**src/rtl/rtr_pkg.sv**
```systemverilog
package rtr_pkg;

    typedef enum logic {
        ST_IDLE  = 1'b0,
        ST_RDATA = 1'b1
    } bus_state_e;

    // word addresses of the register groups
    localparam logic [31:0] A_CONFIG = 32'h000;
    localparam logic [31:0] A_WEDGE  = 32'h001;
    localparam logic [31:0] A_PEND   = 32'h040;
    localparam logic [31:0] A_MASK   = 32'h060;
    localparam logic [31:0] A_SETM   = 32'h080;
    localparam logic [31:0] A_CLRM   = 32'h0A0;
    localparam logic [31:0] A_PINMAP = 32'h100;
    localparam logic [31:0] A_VPMAP  = 32'h200;
    localparam logic [31:0] A_CMP    = 32'h300;

    localparam int CFG_IRQ_LSB = 16;

    // index of the lowest set bit (0 when the vector is empty)
    function automatic logic [5:0] lowest_set(input logic [31:0] v);
        logic [5:0] idx;
        idx = '0;
        for (int k = 31; k >= 0; k--) begin
            if (v[k]) idx = 6'(k);
        end
        return idx;
    endfunction

endpackage

```
**src/rtl/rtr_bus_ctl.sv**
```systemverilog
module rtr_bus_ctl (
    input  logic        clk,
    input  logic        rst_n,
    input  logic        req,
    input  logic        we,
    input  logic [31:0] rd_word,
    output logic        ready,
    output logic        rvalid,
    output logic        wr_en,
    output logic [31:0] rdata
);
    import rtr_pkg::*;

    bus_state_e st_q, st_d;

    // state register
    always_ff @(posedge clk) begin
        if (!rst_n) st_q <= ST_IDLE;
        else        st_q <= st_d;
    end

    // transitions
    always_comb begin
        st_d = st_q;
        unique case (st_q)
            ST_IDLE:  if (req && !we) st_d = ST_RDATA;
            ST_RDATA: st_d = ST_IDLE;
        endcase
    end

    // outputs
    always_comb begin
        ready  = 1'b0;
        rvalid = 1'b0;
        wr_en  = 1'b0;
        unique case (st_q)
            ST_IDLE: begin
                ready = 1'b1;
                wr_en = req && we;
            end
            ST_RDATA: rvalid = 1'b1;
        endcase
    end

    always_ff @(posedge clk) begin
        if (!rst_n)                            rdata <= '0;
        else if (st_q == ST_IDLE && req && !we) rdata <= rd_word;
    end

    // read data only follows an accepted read
    a_r12_rvalid_after_read: assert property (@(posedge clk) disable iff (!rst_n)
        rvalid |-> $past(req && !we));
    // read data valid for a single cycle
    a_r12_single_rvalid: assert property (@(posedge clk) disable iff (!rst_n)
        rvalid |=> !rvalid);

endmodule

```
**src/rtl/rtr_src_bank.sv**
```systemverilog
module rtr_src_bank #(
    parameter int NUM_IRQ = 32,
    parameter int NUM_VP  = 2,
    parameter int NUM_PIN = 6,
    localparam int PINW   = (NUM_PIN > 1) ? $clog2(NUM_PIN) : 1,
    localparam int VPW    = (NUM_VP > 1) ? $clog2(NUM_VP) : 1
) (
    input  logic                     clk,
    input  logic                     rst_n,
    input  logic                     wr_en,
    input  logic [31:0]              addr,
    input  logic [31:0]              wdata,
    input  logic [NUM_IRQ-1:0]       irq_in,
    output logic [NUM_IRQ-1:0]       pend_nx,
    output logic [NUM_IRQ-1:0]       en_nx,
    output logic [NUM_IRQ-1:0]       vpv_nx,
    output logic [NUM_IRQ*VPW-1:0]   vpi_nx,
    output logic [NUM_IRQ*PINW-1:0]  pin_nx,
    output logic [31:0]              rd_word
);
    import rtr_pkg::*;

    localparam int NWORDS = (NUM_IRQ + 31) / 32;

    logic [NUM_IRQ-1:0]      pend_cur, en_cur, vpv_cur, flag_cur;
    logic [NUM_IRQ*PINW-1:0] pin_cur;
    logic [NUM_IRQ*VPW-1:0]  vpi_cur;

    for (genvar i = 0; i < NUM_IRQ; i++) begin : g_src
        localparam int WORD = i / 32;
        localparam int BITP = i % 32;

        logic            prev_q, pend_q, en_q, flag_q, vpv_q;
        logic [PINW-1:0] pin_q;
        logic [VPW-1:0]  vpi_q;
        logic            pend_d, en_d, flag_d, vpv_d;
        logic [PINW-1:0] pin_d;
        logic [VPW-1:0]  vpi_d;
        logic            wedge_hit, set_hit, clr_hit, pin_hit, vp_hit;
        logic            pin_ok, vp_zero, vp_ok;
        logic [5:0]      low_idx;

        always_comb begin
            wedge_hit = wr_en && (addr == A_WEDGE) && ({1'b0, wdata[30:0]} == 32'(i));
            set_hit   = wr_en && (addr == A_SETM + 32'(WORD)) && wdata[BITP];
            clr_hit   = wr_en && (addr == A_CLRM + 32'(WORD)) && wdata[BITP];
            pin_hit   = wr_en && (addr == A_PINMAP + 32'(i));
            vp_hit    = wr_en && (addr == A_VPMAP + 32'(i));
            pin_ok    = ({1'b0, wdata[30:0]} <= 32'(NUM_PIN - 1));
            low_idx   = lowest_set(wdata);
            vp_zero   = (wdata == '0);
            vp_ok     = vp_zero || (32'(low_idx) < 32'(NUM_VP));

            // wedge first, then level tracking
            if (wedge_hit)             pend_d = wdata[31];
            else if (irq_in[i] != prev_q) pend_d = irq_in[i];
            else                       pend_d = pend_q;

            if (set_hit)      en_d = 1'b1;
            else if (clr_hit) en_d = 1'b0;
            else              en_d = en_q;

            flag_d = flag_q;
            pin_d  = pin_q;
            if (pin_hit && pin_ok) begin
                flag_d = wdata[31];
                pin_d  = wdata[PINW-1:0];
            end

            vpv_d = vpv_q;
            vpi_d = vpi_q;
            if (vp_hit && vp_ok) begin
                vpv_d = !vp_zero;
                vpi_d = vp_zero ? '0 : low_idx[VPW-1:0];
            end
        end

        always_ff @(posedge clk) begin
            if (!rst_n) begin
                prev_q <= 1'b0;
                pend_q <= 1'b0;
                en_q   <= 1'b0;
                flag_q <= 1'b1;
                pin_q  <= '0;
                vpv_q  <= 1'b0;
                vpi_q  <= '0;
            end else begin
                prev_q <= irq_in[i];
                pend_q <= pend_d;
                en_q   <= en_d;
                flag_q <= flag_d;
                pin_q  <= pin_d;
                vpv_q  <= vpv_d;
                vpi_q  <= vpi_d;
            end
        end

        assign pend_nx[i]                 = pend_d;
        assign en_nx[i]                   = en_d;
        assign vpv_nx[i]                  = vpv_d;
        assign vpi_nx[i*VPW +: VPW]       = vpi_d;
        assign pin_nx[i*PINW +: PINW]     = pin_d;
        assign pend_cur[i]                = pend_q;
        assign en_cur[i]                  = en_q;
        assign vpv_cur[i]                 = vpv_q;
        assign flag_cur[i]                = flag_q;
        assign vpi_cur[i*VPW +: VPW]      = vpi_q;
        assign pin_cur[i*PINW +: PINW]    = pin_q;

        // pending takes the new input level after a change
        a_r1_pend_follows: assert property (@(posedge clk) disable iff (!rst_n)
            ($past(rst_n) && $past((irq_in[i] != prev_q) && !wedge_hit))
            |-> (pend_q == $past(irq_in[i])));
        // out-of-range pin write leaves the map alone
        a_r6_pin_ignore: assert property (@(posedge clk) disable iff (!rst_n)
            ($past(rst_n) && $past(pin_hit && !pin_ok)) |-> (pin_q == $past(pin_q)));
    end

    // enables only move on a bus write
    a_r3_enable_hold: assert property (@(posedge clk) disable iff (!rst_n)
        ($past(rst_n) && !$past(wr_en)) |-> $stable(en_cur));

    logic [NWORDS*32-1:0] pend_pad, en_pad;

    always_comb begin
        pend_pad = '0;
        en_pad   = '0;
        pend_pad[NUM_IRQ-1:0] = pend_cur;
        en_pad[NUM_IRQ-1:0]   = en_cur;
    end

    always_comb begin
        rd_word = '0;
        for (int k = 0; k < NWORDS; k++) begin
            if (addr == A_PEND + 32'(k)) rd_word = pend_pad[k*32 +: 32];
            if (addr == A_MASK + 32'(k)) rd_word = en_pad[k*32 +: 32];
        end
        for (int i = 0; i < NUM_IRQ; i++) begin
            if (addr == A_PINMAP + 32'(i))
                rd_word = {flag_cur[i], {(31-PINW){1'b0}}, pin_cur[i*PINW +: PINW]};
            if (addr == A_VPMAP + 32'(i))
                rd_word = vpv_cur[i] ? (32'd1 << vpi_cur[i*VPW +: VPW]) : 32'd0;
        end
    end

endmodule

```
**src/rtl/rtr_pin_merge.sv**
```systemverilog
module rtr_pin_merge #(
    parameter int NUM_IRQ = 32,
    parameter int NUM_VP  = 2,
    parameter int NUM_PIN = 6,
    localparam int PINW   = (NUM_PIN > 1) ? $clog2(NUM_PIN) : 1,
    localparam int VPW    = (NUM_VP > 1) ? $clog2(NUM_VP) : 1
) (
    input  logic                     clk,
    input  logic                     rst_n,
    input  logic                     wr_en,
    input  logic [31:0]              addr,
    input  logic [31:0]              wdata,
    input  logic [NUM_VP-1:0]        cmp_pend,
    input  logic [NUM_IRQ-1:0]       src_pend_nx,
    input  logic [NUM_IRQ-1:0]       src_en_nx,
    input  logic [NUM_IRQ-1:0]       src_vpv_nx,
    input  logic [NUM_IRQ*VPW-1:0]   src_vpi_nx,
    input  logic [NUM_IRQ*PINW-1:0]  src_pin_nx,
    output logic [NUM_VP*NUM_PIN-1:0] pin_out,
    output logic [31:0]              rd_word
);
    import rtr_pkg::*;

    logic [NUM_VP-1:0]      cmp_en_d, cmp_en_q, cmp_flag_q;
    logic [NUM_VP*PINW-1:0] cmp_pin_d, cmp_pin_q;

    for (genvar v = 0; v < NUM_VP; v++) begin : g_vp
        logic            hit, ok, flag_q, en_q, flag_d, en_d;
        logic [PINW-1:0] pin_q, pin_d;

        always_comb begin
            hit    = wr_en && (addr == A_CMP + 32'(v));
            ok     = ({2'b00, wdata[29:0]} <= 32'(NUM_PIN - 1));
            flag_d = flag_q;
            en_d   = en_q;
            pin_d  = pin_q;
            if (hit && ok) begin
                flag_d = wdata[31];
                en_d   = wdata[30];
                pin_d  = wdata[PINW-1:0];
            end
        end

        always_ff @(posedge clk) begin
            if (!rst_n) begin
                flag_q <= 1'b1;
                en_q   <= 1'b1;
                pin_q  <= '0;
            end else begin
                flag_q <= flag_d;
                en_q   <= en_d;
                pin_q  <= pin_d;
            end
        end

        assign cmp_en_d[v]                = en_d;
        assign cmp_pin_d[v*PINW +: PINW]  = pin_d;
        assign cmp_en_q[v]                = en_q;
        assign cmp_flag_q[v]              = flag_q;
        assign cmp_pin_q[v*PINW +: PINW]  = pin_q;
    end

    logic [NUM_VP*NUM_PIN-1:0] pin_d, pin_q;

    always_comb begin
        pin_d = '0;
        for (int v = 0; v < NUM_VP; v++) begin
            for (int p = 0; p < NUM_PIN; p++) begin
                if (cmp_en_d[v] && cmp_pend[v] && (cmp_pin_d[v*PINW +: PINW] == PINW'(p)))
                    pin_d[v*NUM_PIN + p] = 1'b1;
                for (int i = 0; i < NUM_IRQ; i++) begin
                    if (src_en_nx[i] && src_pend_nx[i] && src_vpv_nx[i] &&
                        (src_vpi_nx[i*VPW +: VPW] == VPW'(v)) &&
                        (src_pin_nx[i*PINW +: PINW] == PINW'(p)))
                        pin_d[v*NUM_PIN + p] = 1'b1;
                end
            end
        end
    end

    always_ff @(posedge clk) begin
        if (!rst_n) pin_q <= '0;
        else        pin_q <= pin_d;
    end

    assign pin_out = pin_q;

    always_comb begin
        rd_word = '0;
        for (int v = 0; v < NUM_VP; v++) begin
            if (addr == A_CMP + 32'(v))
                rd_word = {cmp_flag_q[v], cmp_en_q[v], {(30-PINW){1'b0}}, cmp_pin_q[v*PINW +: PINW]};
        end
    end

    // no active contributor in the sampled cycle means all pins low
    a_r7_quiet: assert property (@(posedge clk) disable iff (!rst_n)
        ($past(rst_n) && $past(((src_en_nx & src_pend_nx) == '0) && ((cmp_en_d & cmp_pend) == '0)))
        |-> (pin_q == '0));

endmodule

```
**src/rtl/irq_router.sv**
```systemverilog
module irq_router #(
    parameter int NUM_IRQ = 32,
    parameter int NUM_VP  = 2,
    parameter int NUM_PIN = 6,
    parameter int ADDR_W  = 10,
    localparam int PINW   = (NUM_PIN > 1) ? $clog2(NUM_PIN) : 1,
    localparam int VPW    = (NUM_VP > 1) ? $clog2(NUM_VP) : 1
) (
    input  logic                      clk,
    input  logic                      rst_n,
    input  logic                      bus_req,
    input  logic                      bus_we,
    input  logic [ADDR_W-1:0]         bus_addr,
    input  logic [31:0]               bus_wdata,
    output logic                      bus_ready,
    output logic                      bus_rvalid,
    output logic [31:0]               bus_rdata,
    input  logic [NUM_IRQ-1:0]        irq_in,
    input  logic [NUM_VP-1:0]         cmp_pend,
    output logic [NUM_VP*NUM_PIN-1:0] pin_out
);
    import rtr_pkg::*;

    logic [31:0] addr32, cfg_word, bank_rd, merge_rd, rd_word;
    logic        wr_en;

    logic [NUM_IRQ-1:0]      pend_nx, en_nx, vpv_nx;
    logic [NUM_IRQ*VPW-1:0]  vpi_nx;
    logic [NUM_IRQ*PINW-1:0] pin_nx;

    assign addr32   = 32'(bus_addr);
    assign cfg_word = (32'(NUM_IRQ / 8 - 1) << CFG_IRQ_LSB) | 32'(NUM_VP);
    assign rd_word  = ((addr32 == A_CONFIG) ? cfg_word : 32'd0) | bank_rd | merge_rd;

    rtr_bus_ctl u_bus (
        .clk     (clk),
        .rst_n   (rst_n),
        .req     (bus_req),
        .we      (bus_we),
        .rd_word (rd_word),
        .ready   (bus_ready),
        .rvalid  (bus_rvalid),
        .wr_en   (wr_en),
        .rdata   (bus_rdata)
    );

    rtr_src_bank #(.NUM_IRQ(NUM_IRQ), .NUM_VP(NUM_VP), .NUM_PIN(NUM_PIN)) u_bank (
        .clk     (clk),
        .rst_n   (rst_n),
        .wr_en   (wr_en),
        .addr    (addr32),
        .wdata   (bus_wdata),
        .irq_in  (irq_in),
        .pend_nx (pend_nx),
        .en_nx   (en_nx),
        .vpv_nx  (vpv_nx),
        .vpi_nx  (vpi_nx),
        .pin_nx  (pin_nx),
        .rd_word (bank_rd)
    );

    rtr_pin_merge #(.NUM_IRQ(NUM_IRQ), .NUM_VP(NUM_VP), .NUM_PIN(NUM_PIN)) u_merge (
        .clk         (clk),
        .rst_n       (rst_n),
        .wr_en       (wr_en),
        .addr        (addr32),
        .wdata       (bus_wdata),
        .cmp_pend    (cmp_pend),
        .src_pend_nx (pend_nx),
        .src_en_nx   (en_nx),
        .src_vpv_nx  (vpv_nx),
        .src_vpi_nx  (vpi_nx),
        .src_pin_nx  (pin_nx),
        .pin_out     (pin_out),
        .rd_word     (merge_rd)
    );

endmodule

```
**config.mk**
```make
export PLATFORM = sky130hd
export DESIGN_NAME = irq_router
export DESIGN_NICKNAME = d
export VERILOG_FILES = /design/src/rtl/rtr_pkg.sv /design/src/rtl/rtr_bus_ctl.sv /design/src/rtl/rtr_src_bank.sv /design/src/rtl/rtr_pin_merge.sv /design/src/rtl/irq_router.sv
export SDC_FILE = /design/constraint.sdc
export NUM_CORES = 1
export LEC_CHECK = 0
export ABC_AREA = 1
export BUFFER_PORTS_ARGS = -buffer_cell sky130_fd_sc_hd__buf_2
export CAP_MARGIN = 15
export CORE_UTILIZATION = 40
export DETAILED_ROUTE_END_ITERATION = 8
export SYNTH_ARGS = -nofsm -noshare
export SYNTH_HDL_FRONTEND = slang
export SYNTH_SLANG_ARGS = --single-unit
```
**constraint.sdc**
```tcl
create_clock -name clk -period 4.6 [get_ports clk]
set_input_delay 0.46 -clock clk [delete_from_list [all_inputs] [get_ports clk]]
set_output_delay 0.46 -clock clk [all_outputs]
set_load 0.01 [all_outputs]
```
[Word level (Yosys, flattened, before mapping)]
Index checks and enable logic that the tools add are counted.
Operators by class
  reductions and logical operators: 801
  order comparisons: 3
  equal/unequal tests: 304
  bitwise logic cells: 35
  shift operators: 32
  mux-type cells: 763
Operators with widths (count)
  2-to-1 mux 32 bit: 100
  left shift 1 x 1 -> 32 bit (first input constant): 32
  logical AND 1 bit: 761
  2-to-1 mux 1 bit: 595
  equality test 31 x 5 -> 1 bit (second input constant): 16
  equality test 10 bit (second input constant): 34
  equality test 10 x 9 -> 1 bit (second input constant): 32
  equality test 31 x 4 -> 1 bit (second input constant): 8
  equality test 3 x 2 -> 1 bit (second input constant): 68
  equality test 3 bit (second input constant): 68
  2-to-1 mux 5 bit: 32
  equality test 31 x 3 -> 1 bit (second input constant): 4
  equality test 3 x 1 -> 1 bit (second input constant): 34
  zero test 3 bit: 34
  2-to-1 mux 3 bit: 34
  zero test 32 bit: 2
  equality test 31 x 2 -> 1 bit (second input constant): 2
  NOT 1 bit: 33
  != test 1 bit: 32
  OR 18 x 32 -> 32 bit: 1
  OR 32 bit: 1
  equality test 31 x 1 -> 1 bit (second input constant): 1
  less-or-equal comparator 31 x 3 -> 1 bit (second input constant): 1
  zero test 31 bit: 1
  9 further kinds: 12
Word-level totals
  bits of input ports: 80
  register bits after elaboration: 343
  logic and storage cells: 2171
  output and inout port bits: 46

[Depth between registers and ports, before layout]
  depth after elaboration: 71
  gate-level depth with buffers: 40
  depth with buffers taken out: 40

[Cells and area by module]
A second synthesis with hierarchy kept.
Unflattened totals
  cell total of the unflattened synthesis: 3986
  area, all modules: 23596.4 um2
Modules (own cells, without submodules)
  rtr_src_bank: times used 1, cells each 2552, area each 16090.4 um2
  rtr_pin_merge: times used 1, cells each 1180, area each 5878.1 um2
  rtr_bus_ctl: times used 1, cells each 211, area each 1371.3 um2
  irq_router: times used 1, cells each 43, area each 256.5 um2

[Least setup slack after synthesis]
OpenSTA, ideal clock, no wires.
  kind: input to register
  start: input port bus_wdata[25]
  end: register u_merge.pin_q[7], in the netlist u_merge.pin_out[7]
  library setup time: 128 ps
  slack: 917 ps
  arrival time: 3556 ps
  cell stages on the path: 20
  buffers on the path: 1
  cell sequence: nor2_1 nand3_1 nor4_2 inv_2 nor2_2 inv_2 nor2_8 inv_2 nor4_4 nor2_2 buf_6 nor3_2 mux2i_1 nor3_1 nand2_1 inv_1 a2111o_1 or4_1 nor4_2 nor2_1
Between the ends
  cells in the longest elaborated chain, start to end: 65
RTL lines
  start, declared: RTL line irq_router.sv:14  | input logic [31:0] bus_wdata,
  2-to-1 mux 5 bit (26 in series): RTL line rtr_pkg.sv:26  | if (v[k]) idx = 6'(k);
  < comparator 5 x 2 -> 1 bit: RTL line rtr_src_bank.sv:52  | vp_ok = vp_zero || (32'(low_idx) < 32'(NUM_VP));
  logical OR 1 bit: RTL line rtr_src_bank.sv:52
  logical AND 1 bit: RTL line rtr_src_bank.sv:72  | if (vp_hit && vp_ok) begin
  2-to-1 mux 1 bit: RTL line rtr_src_bank.sv:72
  logical AND 1 bit (2 in series): RTL line rtr_pin_merge.sv:72  | if (src_en_nx[i] && src_pend_nx[i] && src_vpv_nx[i] &&
  logical AND 1 bit: RTL line rtr_pin_merge.sv:73  | (src_vpi_nx[i*VPW +: VPW] == VPW'(v)) &&
  2-to-1 mux 1 bit (31 in series): RTL line rtr_pin_merge.sv:72
  2-to-1 mux 1 bit (*): RTL line rtr_pin_merge.sv:72
  end signal, assigned: RTL line rtr_pin_merge.sv:83  | else pin_q <= pin_d;
  end, declared: RTL line rtr_pin_merge.sv:63  | logic [NUM_VP*NUM_PIN-1:0] pin_d, pin_q;
Mark *: on every way between the ends. The rest lies on a longest branch, timed or not.
A chain may end at the register's enable or synchronous reset.

[Final worst setup path]
  start: input port bus_wdata[27]
  end: register u_merge.pin_q[6], in the netlist u_merge.pin_out[6]
Between the ends
  cells in the longest elaborated chain, start to end: 67
RTL lines (RTL line)
  2-to-1 mux 5 bit (28 in series): rtr_pkg.sv:26
  < comparator 5 x 2 -> 1 bit: rtr_src_bank.sv:52
  logical OR 1 bit: rtr_src_bank.sv:52
  logical AND 1 bit: rtr_src_bank.sv:72
  2-to-1 mux 1 bit: rtr_src_bank.sv:72
  logical AND 1 bit (2 in series): rtr_pin_merge.sv:72
  logical AND 1 bit: rtr_pin_merge.sv:73
  2-to-1 mux 1 bit (31 in series): rtr_pin_merge.sv:72
  2-to-1 mux 1 bit (*): rtr_pin_merge.sv:72
Marked as above.

==> impl_metrics.py <==
metrics = {
    "logic_synthesis": {
        "syn-num-nets": 3320,
        "synth-async-reset-ratio_pct": 0,
        "syn_avg_cell_area_um2": 6.25,
        "synth_top_area_cell": "dfxtp_1",
        "ys.flop_type": "dfxtp_1",
        "yosysTopAreaCellShare_pct": 33.9,
        "synth_edf_count": 0,
        "synthTopCellsByCount": "nand2_1, nor2_1, inv_1",
        "ys_warn_count": 0,
        "synth_area_um2": 20200,
        "syn_inst": 3240,
        "yosysMostFrequentCell": "nand2_1",
        "ys_types": 50,
        "yosys_register_bits": 343,
        "ys_top_cells_by_area": "dfxtp_1, nand2_1, nor2_1",
        "yosysSeqAreaShare_pct": 33.9,
    },
    "hold_path": {
        "hold_path.class": "input pin to flip-flop",
    },
    "layout": {
        "fin_util_pct": 54.3,
        "drive_gt1_share_pct": 21.0,
        "stdcell_area_um2": 27200,
        "fin_nets": 3936,
        "area_growth_pct": 34.2,
        "n_fill_cell": 5008,
        "regArea_um2": 6870,
        "multi_input_area_um2": 11400,
        "fin_cells": 4565,
    },
    "worst_setup_path": {
        "crit_type": "input pin to flip-flop",
        "r2r_start": "u_bank.g_src[2].en_q",
        "worst-path-max-fanout": 8,
        "worstRegToRegCells": 22,
        "crit_end": "u_merge.pin_out[6]",
        "worstPathRequired_ns": 5.04,
        "r2r_slack_ns": 0.32,
        "arrival_ns": 4.95,
        "worstReg2RegEnd": "u_bus.rdata[2]",
        "crit_path_end_kind": "flip-flop",
        "startpoint_type": "input pin",
        "crit_path_start": "bus_wdata[27]",
    },
    "power_and_ir_drop": {
        "ir_worst_vdd_uv": 287,
        "cellLeakagePower_nw": 11.9,
        "total_power_mw": 7.19,
        "power.density_nw_per_um2": 265,
    },
    "run": {
        "maxCapViolCount": 0,
    },
    "timing": {
        "final.min_clock_period_ns": 4.51,
        "fin_skew_ns": 0.0214,
        "fin_ws_ns": 0.0922,
        "max_freq_mhz": 222,
        "period_share_pct": 98.0,
        "worstMarginPinSlew_ns": 1.25,
        "finalSetupViolations": 0,
        "max_slew_margin_pct": 16.6,
        "drv_slew": 0,
        "rsz0062_at_grt": "yes",
        "hold_viol": 0,
    },
    "clock_tree": {
        "clk_path_buf_depth": 3,
        "htree_num_levels": 2,
        "clk_latency_ns": 0.59,
        "cts_buffers": 44,
        "cts_tree": "yes",
        "cts_sinks": 343,
        "clk_pin_slew_worst_paths_ns": 0.06,
        "root_buffer": "clkbuf_16",
        "cts_hold_buf": 0,
    },
    "global_routing": {
        "grt_pass1_wl_um": 152000,
        "grt_start_max_net_pins": 145,
        "grt-ovfl-total": 0,
        "grt.total_usage_pct": 40.3,
        "grt_pass1_vias": 23900,
        "antenna_found_initial": 5,
    },
    "floorplan": {
        "initial_core_util_pct": 40.4,
        "die_w_um": 227,
        "fp.dieH_um": 227,
        "placeableCoreArea_um2": 50100,
        "rows": 82,
        "ios": 126,
        "die-area_um2": 51500,
    },
    "drt": {
        "drt_iter0_drc": 3164,
        "post-route-drc-count": 0,
        "antenna_left": 0,
        "wl_per_cell_um": 23.3,
        "avgViaCountPerCell": 5.68,
        "finalWirelength_um": 106000,
        "routed-via-count": 25900,
        "firstDrtPassIters": 6,
    },
    "outcome": {
        "outcome": "complete, no violations",
    },
    "placement": {
        "dp_hpwl_um": 83200,
        "postPlaceCellArea_um2": 25500,
        "port_buffers": 125,
        "gp_congestion": 1.07,
        "dp_slack_ns": -0.982,
        "dp.cells": 4480,
    },
}
[per-stage QoR]
step	hold slack [ns]	setup TNS, ns
2_1_floorplan	0.446	0
3_3_place_gp	0.449	-7.08
3_5_place_dp	0.454	-6.60
4_1_cts	0.0525	0
5_1_grt	0.0768	-0.0582
6_report	0.0715	0
[layer usage]
layer | vias up | share of wire, % | track usage [%]
met5 | - | 0.062 | 0
met4 | 10 | 6.5 | 22.8
met3 | 333 | 9.2 | 7.42
met2 | 1505 | 43 | 63.1
met1 | 12100 | 41 | 52.2
li1 | 12000 | - | -
[cells in the final DEF, fill, tap and decap left out, types with 8 or more instances in the layout]
master,n
nand2_1,787
buf_4,533
nor2_1,490
inv_1,462
dfxtp_1,343
nor3_1,192
o21ai_0,158
buf_2,125
a21oi_1,120
nand3_1,115
nand4_1,72
o211ai_1,66
clkbuf_16,44
o22ai_1,34
a221oi_1,32
nor4_1,30
o21ai_1,24
mux2i_1,24
or2_2,19
a31oi_1,17
a211oi_1,15
clkinv_2,13
o31ai_1,11
a2111oi_0,11
nor3_2,10
o21a_1,10
inv_2,8
o221ai_1,8
buf_12,8
[sequential cells by signal (all words and copies together) (netlist names)]
register,cells
u_bank.g_src.en_q,32
u_bank.g_src.flag_q,32
u_bank.g_src.pend_q,32
u_bank.g_src.pin_q,96
u_bank.g_src.prev_q,32
u_bank.g_src.vpi_q,32
u_bank.g_src.vpv_q,32
u_bus.rdata,32
u_bus.st_q,1
u_merge.g_vp.en_q,2
u_merge.g_vp.flag_q,2
u_merge.g_vp.pin_q,6
u_merge.pin_out,12
[kinds of logic after synthesis]
| group | Yosys count | share of synthesized area [%] |
|---|---|---|
| buffers and inverters | 568 | 10.7 |
| and+or+nand+nor | 1744 | 36.8 |
| muxes | 26 | 1.29 |
| AOI/OAI and AO/OA | 559 | 17.4 |
| DFF | 343 | 33.9 |
[how the worst min path moves through the flow]
stage                                       start                 endpoint  depth (start not counted)
after detailed placement          u_bus.rdata[10]          u_bus.rdata[10]                          2
after global routing                   irq_in[10]  u_bank.g_src[10].prev_q                          3
final                                   irq_in[9]   u_bank.g_src[9].prev_q                          3
after global placement            u_bus.rdata[10]          u_bus.rdata[10]                          2
after CTS                               irq_in[9]   u_bank.g_src[9].prev_q                          3
after floorplan           u_bank.g_src[13].flag_q  u_bank.g_src[13].flag_q                          2
[power breakdown]
part           switching [mW]  internal [mW]
sequential             0.0175           3.01
combinational           0.355          0.152
clock                    1.47           2.17
[final cells by class]
cell class	count	share of cell area, %
clock inverter	28	1.24
multi-input combinational	2329	41.9
antenna	2	0.0184
clock buffer	53	4.33
sequential	343	25.3
tap	672	3.10
timing repair buffer	667	17.6
inverter	471	6.54
[worst max-delay path, cell delays in order]
cell and delay, ns:
buf_2 0.12, inv_1 0.12, nand3_1 0.13, nor4_4 0.31
buf_4 0.19, inv_2 0.04, nor2_2 0.11, inv_2 0.08
nor2_8 0.08, inv_2 0.05, nor4_4 0.21, nor2_4 0.18
buf_4 0.23, buf_4 0.14, nor3_2 0.14, nor2_1 0.06
a21oi_1 0.19, buf_4 0.19, nor3_1 0.05, buf_4 0.17
nand2_1 0.20, nor3_1 0.10, a2111oi_2 0.41, buf_4 0.18
nand4_1 0.26, nor4_4 0.32, a31oi_1 0.18
[timing repair]
item                                   4_1_cts  5_1_grt
resized for setup                           11       21
endpoints found under the hold margin        0        0
setup buffers                                2        0
setup endpoints to repair                    4        9
pin swaps                                    1        0
Note: power is estimated with default switching activity, not from simulation.
